`config.mk`:
```
export PLATFORM = sky130hd
export DESIGN_NAME = she_stair_gate
export DESIGN_NICKNAME = d
export VERILOG_FILES = /design/src/rtl/she_pkg.sv /design/src/rtl/she_phase_acc.sv /design/src/rtl/she_angle_bank.sv /design/src/rtl/she_level_map.sv /design/src/rtl/she_leg_dt.sv /design/src/rtl/she_stair_gate.sv
export SDC_FILE = /design/constraint.sdc
export NUM_CORES = 1
export LEC_CHECK = 0
export ABC_AREA = 1
export ABC_CLOCK_PERIOD_IN_PS = 3300
export BUFFER_PORTS_ARGS = -buffer_cell sky130_fd_sc_hd__buf_2
export CAP_MARGIN = 20
export CORE_UTILIZATION = 40
export DETAILED_ROUTE_END_ITERATION = 12
export GPL_TIMING_DRIVEN = 0
export HOLD_SLACK_MARGIN = 0.12
export PLACE_DENSITY = 0.66
export SLEW_MARGIN = 20
export SYNTH_ARGS = -nofsm -noshare
export SYNTH_HDL_FRONTEND = slang
export SYNTH_SLANG_ARGS = --single-unit
export TNS_END_PERCENT = 1
```
`constraint.sdc`:
```
create_clock -name clk -period 3.3 [get_ports clk]
set_input_delay 0.33 -clock clk [delete_from_list [all_inputs] [get_ports clk]]
set_output_delay 0.33 -clock clk [all_outputs]
set_load 0.03 [all_outputs]
```
`src/rtl/she_pkg.sv`:
```
package she_pkg;

  // conduction state of one full-bridge cell
  typedef enum logic [1:0] {
    CM_ZERO = 2'd0,
    CM_POS  = 2'd1,
    CM_NEG  = 2'd2
  } cell_mode_e;

  // left leg sits high unless the cell drives negative
  function automatic logic left_leg_high(input cell_mode_e m);
    return m != CM_NEG;
  endfunction

  // right leg sits high unless the cell drives positive
  function automatic logic right_leg_high(input cell_mode_e m);
    return m != CM_POS;
  endfunction

endpackage

```
`src/rtl/she_phase_acc.sv`:
```
module she_phase_acc #(
  parameter int PH_W = 16
) (
  input  logic            clk,
  input  logic            rst_n,
  input  logic            tick,
  input  logic [PH_W-1:0] step,
  output logic [PH_W-1:0] phase,
  output logic            wrap_evt
);

  logic [PH_W:0] sum;

  assign sum      = {1'b0, phase} + {1'b0, step};
  assign wrap_evt = tick & sum[PH_W];

  always_ff @(posedge clk) begin
    if (!rst_n)    phase <= '0;
    else if (tick) phase <= sum[PH_W-1:0];
  end

endmodule

```
`src/rtl/she_angle_bank.sv`:
```
module she_angle_bank #(
  parameter  int ANG_W = 14,
  parameter  int NCELL = 3,
  localparam int VW    = NCELL * ANG_W
) (
  input  logic          clk,
  input  logic          rst_n,
  input  logic          wr,
  input  logic [VW-1:0] ang_in,
  input  logic          apply,
  output logic [VW-1:0] act,
  output logic          err
);

  function automatic logic rising_order(input logic [VW-1:0] v);
    logic ok;
    ok = 1'b1;
    for (int c = 1; c < NCELL; c++)
      if (v[c*ANG_W +: ANG_W] <= v[(c-1)*ANG_W +: ANG_W]) ok = 1'b0;
    return ok;
  endfunction

  // evenly spread default steps across the quarter
  function automatic logic [VW-1:0] spread_default();
    logic [VW-1:0] v;
    for (int c = 0; c < NCELL; c++)
      v[c*ANG_W +: ANG_W] = ANG_W'(((c + 1) * (1 << ANG_W)) / (NCELL + 1));
    return v;
  endfunction

  localparam logic [VW-1:0] DEF_ANG = spread_default();

  logic [VW-1:0] shadow;
  logic          pending;
  logic          wr_ok;

  assign wr_ok = rising_order(ang_in);

  always_ff @(posedge clk) begin
    if (!rst_n) begin
      shadow  <= DEF_ANG;
      act     <= DEF_ANG;
      pending <= 1'b0;
      err     <= 1'b0;
    end else begin
      if (apply && pending) begin
        act     <= shadow;
        pending <= 1'b0;
      end
      if (wr) begin
        if (wr_ok) begin
          shadow  <= ang_in;
          pending <= 1'b1;
          err     <= 1'b0;
        end else begin
          err     <= 1'b1;
        end
      end
    end
  end

endmodule

```
`src/rtl/she_level_map.sv`:
```
module she_level_map
  import she_pkg::*;
#(
  parameter  int PH_W  = 16,
  parameter  int NCELL = 3,
  localparam int ANG_W = PH_W - 2,
  localparam int LVL_W = $clog2(NCELL + 1) + 1
) (
  input  logic [PH_W-1:0]        phase,
  input  logic [NCELL*ANG_W-1:0] act_ang,
  output cell_mode_e             mode [NCELL],
  output logic signed [LVL_W-1:0] level
);

  // mirror the falling quarter back onto the rising one
  function automatic logic [ANG_W-1:0] fold_quarter(input logic [PH_W-1:0] p);
    return p[PH_W-2] ? ~p[ANG_W-1:0] : p[ANG_W-1:0];
  endfunction

  logic [ANG_W-1:0] pos_q;
  logic             neg_half;
  logic [LVL_W-1:0] n_on;

  assign pos_q    = fold_quarter(phase);
  assign neg_half = phase[PH_W-1];

  always_comb begin
    n_on = '0;
    for (int c = 0; c < NCELL; c++) begin
      if (pos_q >= act_ang[c*ANG_W +: ANG_W]) begin
        mode[c] = neg_half ? CM_NEG : CM_POS;
        n_on    = n_on + {{(LVL_W-1){1'b0}}, 1'b1};
      end else begin
        mode[c] = CM_ZERO;
      end
    end
    level = neg_half ? -$signed(n_on) : $signed(n_on);
  end

endmodule

```
`src/rtl/she_leg_dt.sv`:
```
module she_leg_dt #(
  parameter int DT_W = 8
) (
  input  logic            clk,
  input  logic            rst_n,
  input  logic            want_hi,
  input  logic [DT_W-1:0] dead,
  output logic            hi_on,
  output logic            lo_on
);

  logic            cur;
  logic            blank;
  logic [DT_W-1:0] cnt;

  always_ff @(posedge clk) begin
    if (!rst_n) begin
      cur   <= 1'b1;
      blank <= 1'b0;
      cnt   <= '0;
    end else if (blank) begin
      if (cnt <= {{(DT_W-1){1'b0}}, 1'b1}) begin
        blank <= 1'b0;
        cur   <= want_hi;
      end else begin
        cnt <= cnt - 1'b1;
      end
    end else if (want_hi != cur) begin
      if (dead == '0) begin
        cur <= want_hi;
      end else begin
        blank <= 1'b1;
        cnt   <= dead;
      end
    end
  end

  assign hi_on = cur & ~blank;
  assign lo_on = ~cur & ~blank;

endmodule

```
`src/rtl/she_stair_gate.sv`:
```
module she_stair_gate
  import she_pkg::*;
#(
  parameter  int PH_W  = 16,
  parameter  int NCELL = 3,
  parameter  int DT_W  = 8,
  localparam int ANG_W = PH_W - 2,
  localparam int LVL_W = $clog2(NCELL + 1) + 1,
  localparam int GW    = 4 * NCELL
) (
  input  logic                    clk,
  input  logic                    rst_n,
  input  logic                    tick,
  input  logic [PH_W-1:0]         step,
  input  logic                    ang_wr,
  input  logic [NCELL*ANG_W-1:0]  ang_in,
  input  logic [DT_W-1:0]         dead_cfg,
  output logic [PH_W-1:0]         phase,
  output logic signed [LVL_W-1:0] level,
  output logic [GW-1:0]           gate,
  output logic                    ang_err
);

  logic                   wrap_evt;
  logic [NCELL*ANG_W-1:0] act_ang;
  cell_mode_e             mode [NCELL];

  she_phase_acc #(.PH_W(PH_W)) u_acc (
    .clk(clk), .rst_n(rst_n), .tick(tick), .step(step),
    .phase(phase), .wrap_evt(wrap_evt)
  );

  she_angle_bank #(.ANG_W(ANG_W), .NCELL(NCELL)) u_bank (
    .clk(clk), .rst_n(rst_n), .wr(ang_wr), .ang_in(ang_in),
    .apply(wrap_evt), .act(act_ang), .err(ang_err)
  );

  she_level_map #(.PH_W(PH_W), .NCELL(NCELL)) u_map (
    .phase(phase), .act_ang(act_ang), .mode(mode), .level(level)
  );

  for (genvar c = 0; c < NCELL; c++) begin : g_cell
    logic l_want, r_want;
    assign l_want = left_leg_high(mode[c]);
    assign r_want = right_leg_high(mode[c]);

    she_leg_dt #(.DT_W(DT_W)) u_left (
      .clk(clk), .rst_n(rst_n), .want_hi(l_want), .dead(dead_cfg),
      .hi_on(gate[4*c+0]), .lo_on(gate[4*c+1])
    );

    she_leg_dt #(.DT_W(DT_W)) u_right (
      .clk(clk), .rst_n(rst_n), .want_hi(r_want), .dead(dead_cfg),
      .hi_on(gate[4*c+2]), .lo_on(gate[4*c+3])
    );
  end

endmodule

```
# After elaboration in Yosys (flattened, before gate mapping)
# Index checks and enable logic that the tools add are counted.
# op_classes
n_reduce_logical,27
eq_ne,30
n_addsub,10
bitwise_logic,26
muxes,77
magnitude_cmp,11
# op_table
cell,n
$mux 8,19
$mux 1,50
$le 8x1->1 const B,6
$sub 8x1->8 const B,6
$ge 14x14->1,3
$reduce_and 3->1,12
$ne 2x2->1 const B,15
$le 14x14->1,2
$reduce_bool 2->1,12
$ne 2x1->1 const B,9
$add 16x16->17,1
$mux 14,1
$not 14->14,1
$and 1x1->1,13
$not 1->1,12
$mux 3,3
$logic_not 8->1,1
$mux 2,4
$ne 1x1->1,6
$add 3x1->3 const B,1
$neg 3->3,1
$add 1x1->2 const B,1
$reduce_and 2->1,1
$logic_and 1x1->1,1
# totals
register_bits,162
inputBits,70
output_inout_bits,32
word_cells,204

# Logic depth before layout (Yosys ltp)
# Gate-level depths: netlist of the first run.
# depth
depth_word,10
ltp_mapped,18
ltp_nobuf,17

# Modules after synthesis
# From an unflattened synthesis of the first run, not the netlist that was laid out.
# hier_totals
hier_cells,1842
area_unflattened_um2,11847.6
# by_module_without_submodules
mod,area_each_um2,instances,cells_per_inst
she_leg_dt,795.8,6,128
she_angle_bank,3921.3,1,552
she_phase_acc,1656.6,1,278
she_level_map,1450.1,1,232
she_stair_gate,45.0,1,12

# Worst setup path after synthesis of the first run
# Ideal clock, no wire load.
# synth_path
path_kind,register -> output
start,reg u_acc.phase[14]
end,out level[1]
required_time_ns,2.970
n_path_buf,2
path_slack_ns,-0.932
t_arrival_ns,3.902
path_stages_with_launch,19
cell_sequence,dfxtp_1 clkbuf_1 buf_1 xor2_1 ha_1 nand2_1 inv_1 nand2_1 nand3_1 a21oi_1 nand2_2 ha_1 nand2_1 inv_1 nor2_1 inv_1 ha_1 nand2_1 o21ai_0
# synth_via
elab_chain_cells,9
# synth_rtl
item,line_no,source
from (decl),she_phase_acc.sv:8,"output logic [PH_W-1:0] phase,"
from (signal assigned),she_phase_acc.sv:19,else if (tick) phase <= sum[PH_W-1:0];
$mux 14 *,she_level_map.sv:17,return p[PH_W-2] ? ~p[ANG_W-1:0] : p[ANG_W-1:0];
$ge 14x14->1,she_level_map.sv:30,if (pos_q >= act_ang[c*ANG_W +: ANG_W]) begin
$mux 1,she_level_map.sv:30,
$add 1x1->2,she_level_map.sv:32,"n_on = n_on + {{(LVL_W-1){1'b0}}, 1'b1};"
$mux 3,she_level_map.sv:30,
$add 3x1->3,she_level_map.sv:32,
$mux 3 *,she_level_map.sv:30,
$neg 3->3,she_level_map.sv:37,level = neg_half ? -$signed(n_on) : $signed(n_on);
$mux 3 *,she_level_map.sv:37,
to (decl),she_stair_gate.sv:19,"output logic signed [LVL_W-1:0] level,"
# Mark *: on every way between the ends. The rest lies on a longest branch, timed or not.

# Worst setup path in the final report of the first run
# Ends and elaborated chain as after synthesis.

==> Flow_metrics.wiki, run 1 <==
{| class="wikitable"
! Metric !! Value
|-
| Total congestion overflow after global routing || 0
|-
| Post-route cell area || 12800 sq um
|-
| Gp weighted congestion || approximately 0.87
|-
| IO buf count || 101
|-
| Critical path type || flip-flop to output pin
|-
| # setup viols final || 2
|-
| Fin crit share || 106.2%
|-
| Max frequency || 285.3 MHz
|-
| Total routing resource utilization after global routing || around 22%
|-
| RSZ-0062 raised after global routing || yes
|-
| PnR worst setup slack || -205.0 ps
|-
| Most numerous cell in the Yosys netlist || nand2_1
|-
| Post-Route Skew || 10.52 ps
|-
| Initial antenna violation count || 0
|-
| Share of Yosys cell area claimed by the top area cell type || between 30% and 40%
|-
| Placeable core region || between 20000 and 30000 sq um
|-
| Slowest stage cell on the critical path || dfxtp_4
|-
| Count of different cell masters after synthesis || 47
|-
| First-pass GRT wire length || 47200 um
|-
| Asr flop ratio synth || 0%
|-
| Clock transition time at the flip-flop clock pins of the worst setup and hold paths || 70 ps
|-
| Setup slack of the worst register-to-register path || between 300 and 400 ps
|-
| Arrival time at the worst endpoint || ~3200 ps
|-
| Number of buffers inserted during clock tree synthesis || 17
|-
| Final antenna-violating net count || 0
|-
| Count of max-cap constraint violations || 0
|-
| Number of warnings reported in the yosys synthesis log || 0
|-
| Flip-flop and latch count after synthesis || 162
|-
| Number of levels the H-tree was split into || 4
|-
| Required time worst endpoint || 2970 ps
|-
| Critical Path Fanout Max || 7
|-
| Number of buffer and inverter instances along the worst setup path || 4
|-
| Maximum clock path buffer count || 2
|-
| Hpwl dp || 22010 um
|-
| Number of sinks on the clock net || 162
|-
| Final period demand of the worst path || 3505 ps
|-
| Total Routed Length || between 20000 and 30000 um
|-
| Area of the die || 27290 sq um
|-
| Per-instance average area after synthesis || 6.621 sq um
|-
| Number of instances in the synthesized netlist || around 1600
|-
| Net count after synthesis || 1781
|-
| Worst vdd rail ir drop || about 360 uV
|-
| Die span in x || 165.2 um
|-
| Detailed-route via count || 10440
|-
| Startpoint type of the worst setup path || flip-flop
|-
| Standard-cell row count || 59
|-
| Final hold violation count || 0
|-
| Biggest cell delay along the critical path || 450 ps
|-
| Height of the chip || roughly 170 um
|-
| Leading cell types by total area after synthesis || dfxtp_1 30%, nand2_1 13%, ha_1 12%
|-
| Pin count of the biggest net entering global routing || 20
|-
| Worst-Skew Late Latency || between 400 and 500 ps
|-
| Placed cell area || 11670 sq um
|-
| Number of inserted diodes || 0
|-
| Total leakage power || 0.006430 uW
|-
| Top-level port count || 102
|-
| Synth cell count leaders || 358 x nand2_1, 263 x nor2_1, 193 x inv_1
|-
| Number of nets in the layout || 1912
|-
| Hold Path Class || primary input to flip-flop
|-
| Run status || finished, violations left
|-
| Vias per inst || 5.000
|-
| DRT Pass-1 Iters || 5
|-
| Chain of cells forming the critical path || buf_16, xor2_4, ha_4, a21o_1, nor2_1, nand2_1, nand2_1, nand2_2, ha_4, nand2_2, inv_2, nor2_4, inv_2, ha_4, nand2_2, o21ai_2, buf_6
|-
| Total power density per cell area || 685.9 nW/um^2
|-
| Share of layout cells above drive strength 1 || 14.26%
|-
| Layout-stage area growth over the synthesis result || 20.12%
|-
| Sequential share of the synthesized area || 30.44%
|-
| Routed wirelength normalized by instance count || 13.88 um
|-
| Initial Utilization || 40.88%
|-
| Total count of max-transition violations in the final report || 0
|-
| Number of enable flip-flop cells after synthesis || 0
|-
| Most used DFF post-synth || dfxtp_1
|-
| Fin util || 49.11%
|-
| Number of global-route vias before repair || 9615
|-
| Area of the mapped netlist || 10650 sq um
|-
| Critical path's top delay family || adder cells
|-
| Drt drc || 0
|-
| Clock tree from TritonCTS || yes
|-
| Kind of end point of the critical path || output pin
|-
| Root buffer selected by CTS || clkbuf_16
|-
| Library cell occupying the most area in the post-synthesis netlist || dfxtp_1
|-
| Actual transition at the worst max-transition pin || 857.9 ps
|-
| Headroom to the max-slew limit || around 43%
|-
| Detailed router's first-iteration violation count || 658
|-
| Violated checks || setup timing
|}
-- placed cells by master, fill, tap and decap left out, drive strengths merged, types with 3 or more instances in the layout --
cell    count
xor2       31
o21ai      65
or2         3
a21o        5
o211ai      8
inv       200
buf       155
xnor2       8
nor2      264
dfxtp     162
a21oi     130
nand2     361
o21bai      3
ha        101
nand3b      8
clkbuf     51
nor3       13
nand3      97
nand4      53
clkinv      9
o31ai       4
o22ai       3
-- timing repair --
item / in CTS / in global routing
pin swaps: 13 / 9
gates cloned: 1 / 0
hold buffers: 0 / 0
setup buffers: 9 / 2
gates resized for setup: 48 / 8
setup endpoints to repair: 3 / 6
-- final cells by class --
class	instances	area (sq um)
buffer	76	417.9
fill	2562	13260
clock inverter	15	215.2
multi-input combinational	1175	6696
inverter	195	732.0
tap	335	419.2
clock buffer	17	425.4
sequential	162	3247
timing repair buffer	113	644.4
-- per-stage QoR --
step           cells  setup slack, ps  TNS [ps]  hold WS, ps  total power (uW)
2_1_floorplan   1609            20.48         0        428.9              5554
5_1_grt         2088           -390.0    -775.7        136.5              9505
3_3_place_gp    2045           -308.9    -536.7        452.7              6325
3_5_place_dp    2045           -384.1    -679.7        457.2              6418
4_1_cts         2086           -242.8    -485.1        125.7              8740
6_report        2088           -205.0    -406.2        143.2              8778
-- layer usage --
metal,global-route usage [%],vias up,share of wire [%]
li1,-,5455,-
met1,28.89,4692,46
met2,36.42,254,47
met3,4.146,39,5.3
met4,7.048,0,2.3
met5,0,-,0
-- flip-flops by register name, summed over array words and instances (netlist names) --
register              count
g_cell.u_right.blank      3
g_cell.u_left.blank       3
u_bank.pending            1
g_cell.u_left.cur         3
g_cell.u_right.cnt       24
u_acc.phase              16
u_bank.act               42
u_bank.err                1
g_cell.u_right.cur        3
u_bank.shadow            42
g_cell.u_left.cnt        24
-- logic make-up (layout without fill, tap and decap cells) --
family          after synthesis  after routing  share of synthesized area [%]
fa+ha+maj                   102            102                          12.05
compound gates              230            230                          11.77
buf+inv                     272            416                          10.60
flops                       162            162                          30.44
xor+xnor                     39             39                          3.206
simple gates                804            804                          31.93
-- final timing paths --
kind / start / end / cells after the start
min: ang_wr / u_bank.err / 3
max reg2reg: u_acc.phase[14] / g_cell[2].u_right.cur / 18
max: u_acc.phase[14] / level[1] / 17
min reg2reg: u_bank.shadow[3] / u_bank.shadow[3] / 2
-- where the power goes --
group          internal [uW]  total (uW)  switching (uW)  leakage, uW
Sequential              2290        2620             330      0.00132
Combinational           1570        4080            2510      0.00480
Clock                   1110        2080             975     0.000309
Total                   4960        8780            3810      0.00643
-- worst register-to-register path: stages (launching register included) --
cell and delay (ps):
dfxtp_4 450, buf_16 180, xor2_4 280, buf_4 160
ha_1 220, nand2_1 110, inv_1 50, nand2_1 50
nand2_1 50, a21oi_2 170, nand3_4 140, buf_4 200
nand2_1 80, nand2_1 60, nand3_1 180, buf_2 270
nand2_1 70, nand2_1 60, nand3_1 50
(Power assumes the default switching activity.)
==> inputs of run 2 (changes only) <==
- CORE_UTILIZATION: 40 -> 55
- PLACE_DENSITY: 0.66 -> 0.84
==> run 2 against run 1 <==
  * The flow still finishes with violations (setup timing)
  * Sequential share of layout area increased by 0.28 points
  * Combinational power increased by 3%
  * Clock skew decreased by 1.2 ps
  * Setup slack got worse by 22 ps
  * Clock-buffer cell count unchanged
  * Core utilization increased by 18 points
  * Critical path depth increased by 1
  * First-iteration DRC count increased by 30%
  * Register-to-register slack got worse by 60 ps
  * Worst hold slack got worse by 19 ps
  * Via count increased by 3.8%
  * Clock power decreased by 7%
  * Largest power group unchanged
  * Highest routed layer unchanged
==> Flow_metrics.wiki, run 2 (synthesis gave the netlist of run 1 again) <==
{| class="wikitable"
! Metric !! Value
|-
| Number of buffers inserted during clock tree synthesis || 17 (unchanged)
|-
| Vias per inst || 5.365 (was 5.000)
|-
| Clock transition time at the flip-flop clock pins of the worst setup and hold paths || 70 ps (about the same)
|-
| Violated checks || setup timing (unchanged)
|-
| Total placed cells including tap cells || 1970 (was 2045)
|-
| Number of inserted diodes || 0 (unchanged)
|-
| Worst r2r path cells || 18 (unchanged)
|-
| Total count of max-transition violations in the final report || 0 (unchanged)
|-
| Total leakage power || 0.006417 uW (was 0.006430 uW)
|-
| Reg-to-reg startpoint || u_acc.phase[14] (unchanged)
|-
| Layout-stage area growth over the synthesis result || 18.80% (was 20.12%)
|-
| Area of combinational cells with multiple inputs || 6689 sq um (was 6696 sq um)
|-
| Most common cell after layout, fill and taps aside || nand2_1 (unchanged)
|-
| Cts-stage hold buffer count || 0 (unchanged)
|-
| Instance count along the most critical hold path || 3 (unchanged)
|-
| Worst vdd rail ir drop || 403.6 uV (was 361.9 uV)
|-
| Share of layout cells above drive strength 1 || 14.44% (was 14.26%)
|-
| Final std cells w/o fill || 2019 (was 2088)
|-
| Detailed router's first-iteration violation count || 858 (was 658)
|-
| Post-Route Skew || 9.308 ps (was 10.52 ps)
|-
| Number of levels the H-tree was split into || 4 (unchanged)
|-
| Final hold violation count || 0 (unchanged)
|-
| PnR worst setup slack || -227.3 ps (was -205.0 ps)
|-
| Actual transition at the worst max-transition pin || 902.9 ps (was 857.9 ps)
|-
| Total of fill cells in the finished design || 1510 (was 2562)
|-
| Headroom to the max-slew limit || 39.81% (was 42.81%)
|-
| Initial antenna violation count || 0 (unchanged)
|-
| Hold Startpoint || ang_wr (unchanged)
|-
| IO buf count || 101 (unchanged)
|-
| Startpoint type of the worst setup path || flip-flop (unchanged)
|-
| Kind of end point of the critical path || output pin (unchanged)
|-
| Initial Utilization || 56.58% (was 40.88%)
|-
| Final period demand of the worst path || 3527 ps (was 3505 ps)
|-
| Post-route cell area || 12660 sq um (was 12800 sq um)
|-
| Number of nets in the layout || 1918 (was 1912)
|-
| Final antenna-violating net count || 0 (unchanged)
|-
| Total power density per cell area || 690.4 nW/um^2 (was 685.9 nW/um^2)
|-
| Critical Path Fanout Max || 6 (was 7)
|-
| RSZ-0062 raised after global routing || yes (unchanged)
|-
| Maximum clock path buffer count || 2 (unchanged)
|-
| Hpwl dp || 21140 um (was 22010 um)
|-
| Height of the chip || 141.2 um (was 165.2 um)
|-
| Top-level port count || 102 (unchanged)
|-
| Die span in x || 141.2 um (was 165.2 um)
|-
| Drt drc || 0 (unchanged)
|-
| End point of the worst hold path || u_bank.err (unchanged)
|-
| Detailed-route via count || 10832 (was 10440)
|-
| # setup viols final || 2 (unchanged)
|-
| Total Routed Length || 29180 um (was 28990 um)
|-
| Pin count of the biggest net entering global routing || 18 (was 20)
|-
| Area of the die || 19930 sq um (was 27290 sq um)
|-
| Placeable core region || 18830 sq um (was 26060 sq um)
|-
| Leading cell types in the layout, fill and taps excluded || 354 x nand2_1, 259 x nor2_1, 191 x inv_1 (was 352 x nand2_1, 258 x nor2_1, 191 x inv_1)
|-
| Total routing resource utilization after global routing || 29.70% (was 22.08%)
|-
| Placed cell area || 11580 sq um (was 11670 sq um)
|-
| DRT Pass-1 Iters || 8 (was 5)
|-
| Fin crit share || 106.9% (was 106.2%)
|-
| Setup slack of the worst register-to-register path || 260 ps (was 320 ps)
|-
| Total congestion overflow after global routing || 0 (unchanged)
|-
| Number of global-route vias before repair || 10234 (was 9615)
|-
| Worst slack after detailed placement || -395.6 ps (was -384.1 ps)
|-
| Hold Path Class || primary input to flip-flop (unchanged)
|-
| Required time worst endpoint || 2970 ps (about the same)
|-
| Largest registers ranked by flip-flop count || u_bank.act x42, u_bank.shadow x42 (unchanged)
|-
| Root buffer selected by CTS || clkbuf_16 (unchanged)
|-
| Run status || finished, violations left (unchanged)
|-
| Critical path type || flip-flop to output pin (unchanged)
|-
| Worst-Skew Late Latency || 440 ps (about the same)
|-
| Clock tree from TritonCTS || yes (unchanged)
|-
| Standard-cell row count || 50 (was 59)
|-
| Register cell area after layout || 3247 sq um (unchanged)
|-
| First-pass GRT wire length || 47490 um (was 47200 um)
|-
| Gp weighted congestion || 0.9268 (was 0.8657)
|-
| Count of max-cap constraint violations || 0 (unchanged)
|-
| Crit Reg-Reg Endpoint || g_cell[2].u_right.cur (unchanged)
|-
| Number of sinks on the clock net || 162 (unchanged)
|-
| Routed wirelength normalized by instance count || 14.45 um (was 13.88 um)
|-
| Max frequency || 283.5 MHz (was 285.3 MHz)
|-
| Arrival time at the worst endpoint || 3200 ps (was 3170 ps)
|}
run 2: worst max path at each step:
stage,start,endpoint,slack [ps],depth (start not counted)
after detailed placement,u_acc.phase[14],level[2],-400,19
after global placement,u_acc.phase[14],level[2],-270,19
final,u_acc.phase[14],level[1],-230,18
after CTS,u_acc.phase[14],level[1],-250,20
after global routing,u_acc.phase[14],level[1],-340,18
after floorplan,u_acc.phase[14],level[2],20,18
run 2: through the flow:
step / total power [uW] / setup TNS (ps) / hold slack, ps / util, %
floorplan: 5554 / 0 / 428.9 / -
global placement: 6267 / -447.7 / 453.3 / 61.50
detailed placement: 6388 / -705.9 / 455.4 / 61.50
CTS: 8601 / -481.8 / 125.4 / 67.12
global route: 9394 / -679.0 / 127.1 / 67.22
finish: 8738 / -434.1 / 123.8 / 67.22
run 2: final cells by class:
type / count / area share (%)
flip-flops and latches: 162 / 25.65
repair buffers: 120 / 5.565
clock buffers: 17 / 3.361
plain buffers: 75 / 3.084
inverters: 195 / 5.783
well taps: 260 / 2.570
multi-input cells: 1175 / 52.85
clock inverters: 15 / 1.137
run 2: power breakdown:
group | switching (uW) | internal, uW
Combinational | 2570 | 1620
Sequential | 333 | 2290
Clock | 928 | 1000
Total | 3830 | 4900
run 2: critical path, cell delays in order, from the launching register on:
cell     delay (ps)
dfxtp_4         410
buf_12          170
xor2_4          230
ha_1            290
nand2_1         100
nand2_1          70
nand2_1          70
nand2_1          70
a21oi_2         150
nand2_2         120
ha_4            270
nand2_2          70
inv_2            50
nor2_4          100
inv_2            60
ha_4            250
nand2_2          50
o21ai_2          90
buf_6           150
run 2: layer usage:
layer | vias to the layer above | global-route usage [%] | share of wire (%)
met5 | - | 0 | 0
met4 | 0 | 9.954 | 3.1
met3 | 91 | 5.231 | 7.0
met2 | 394 | 51.17 | 48
met1 | 4885 | 37.35 | 42
li1 | 5462 | - | -
run 2: timing repair:
action | CTS | global route
setup endpoints to repair | 3 | 4
pin swaps | 15 | 12
gates resized for setup | 46 | 9
buffers inserted | 19 | 0
gates cloned | 1 | 0
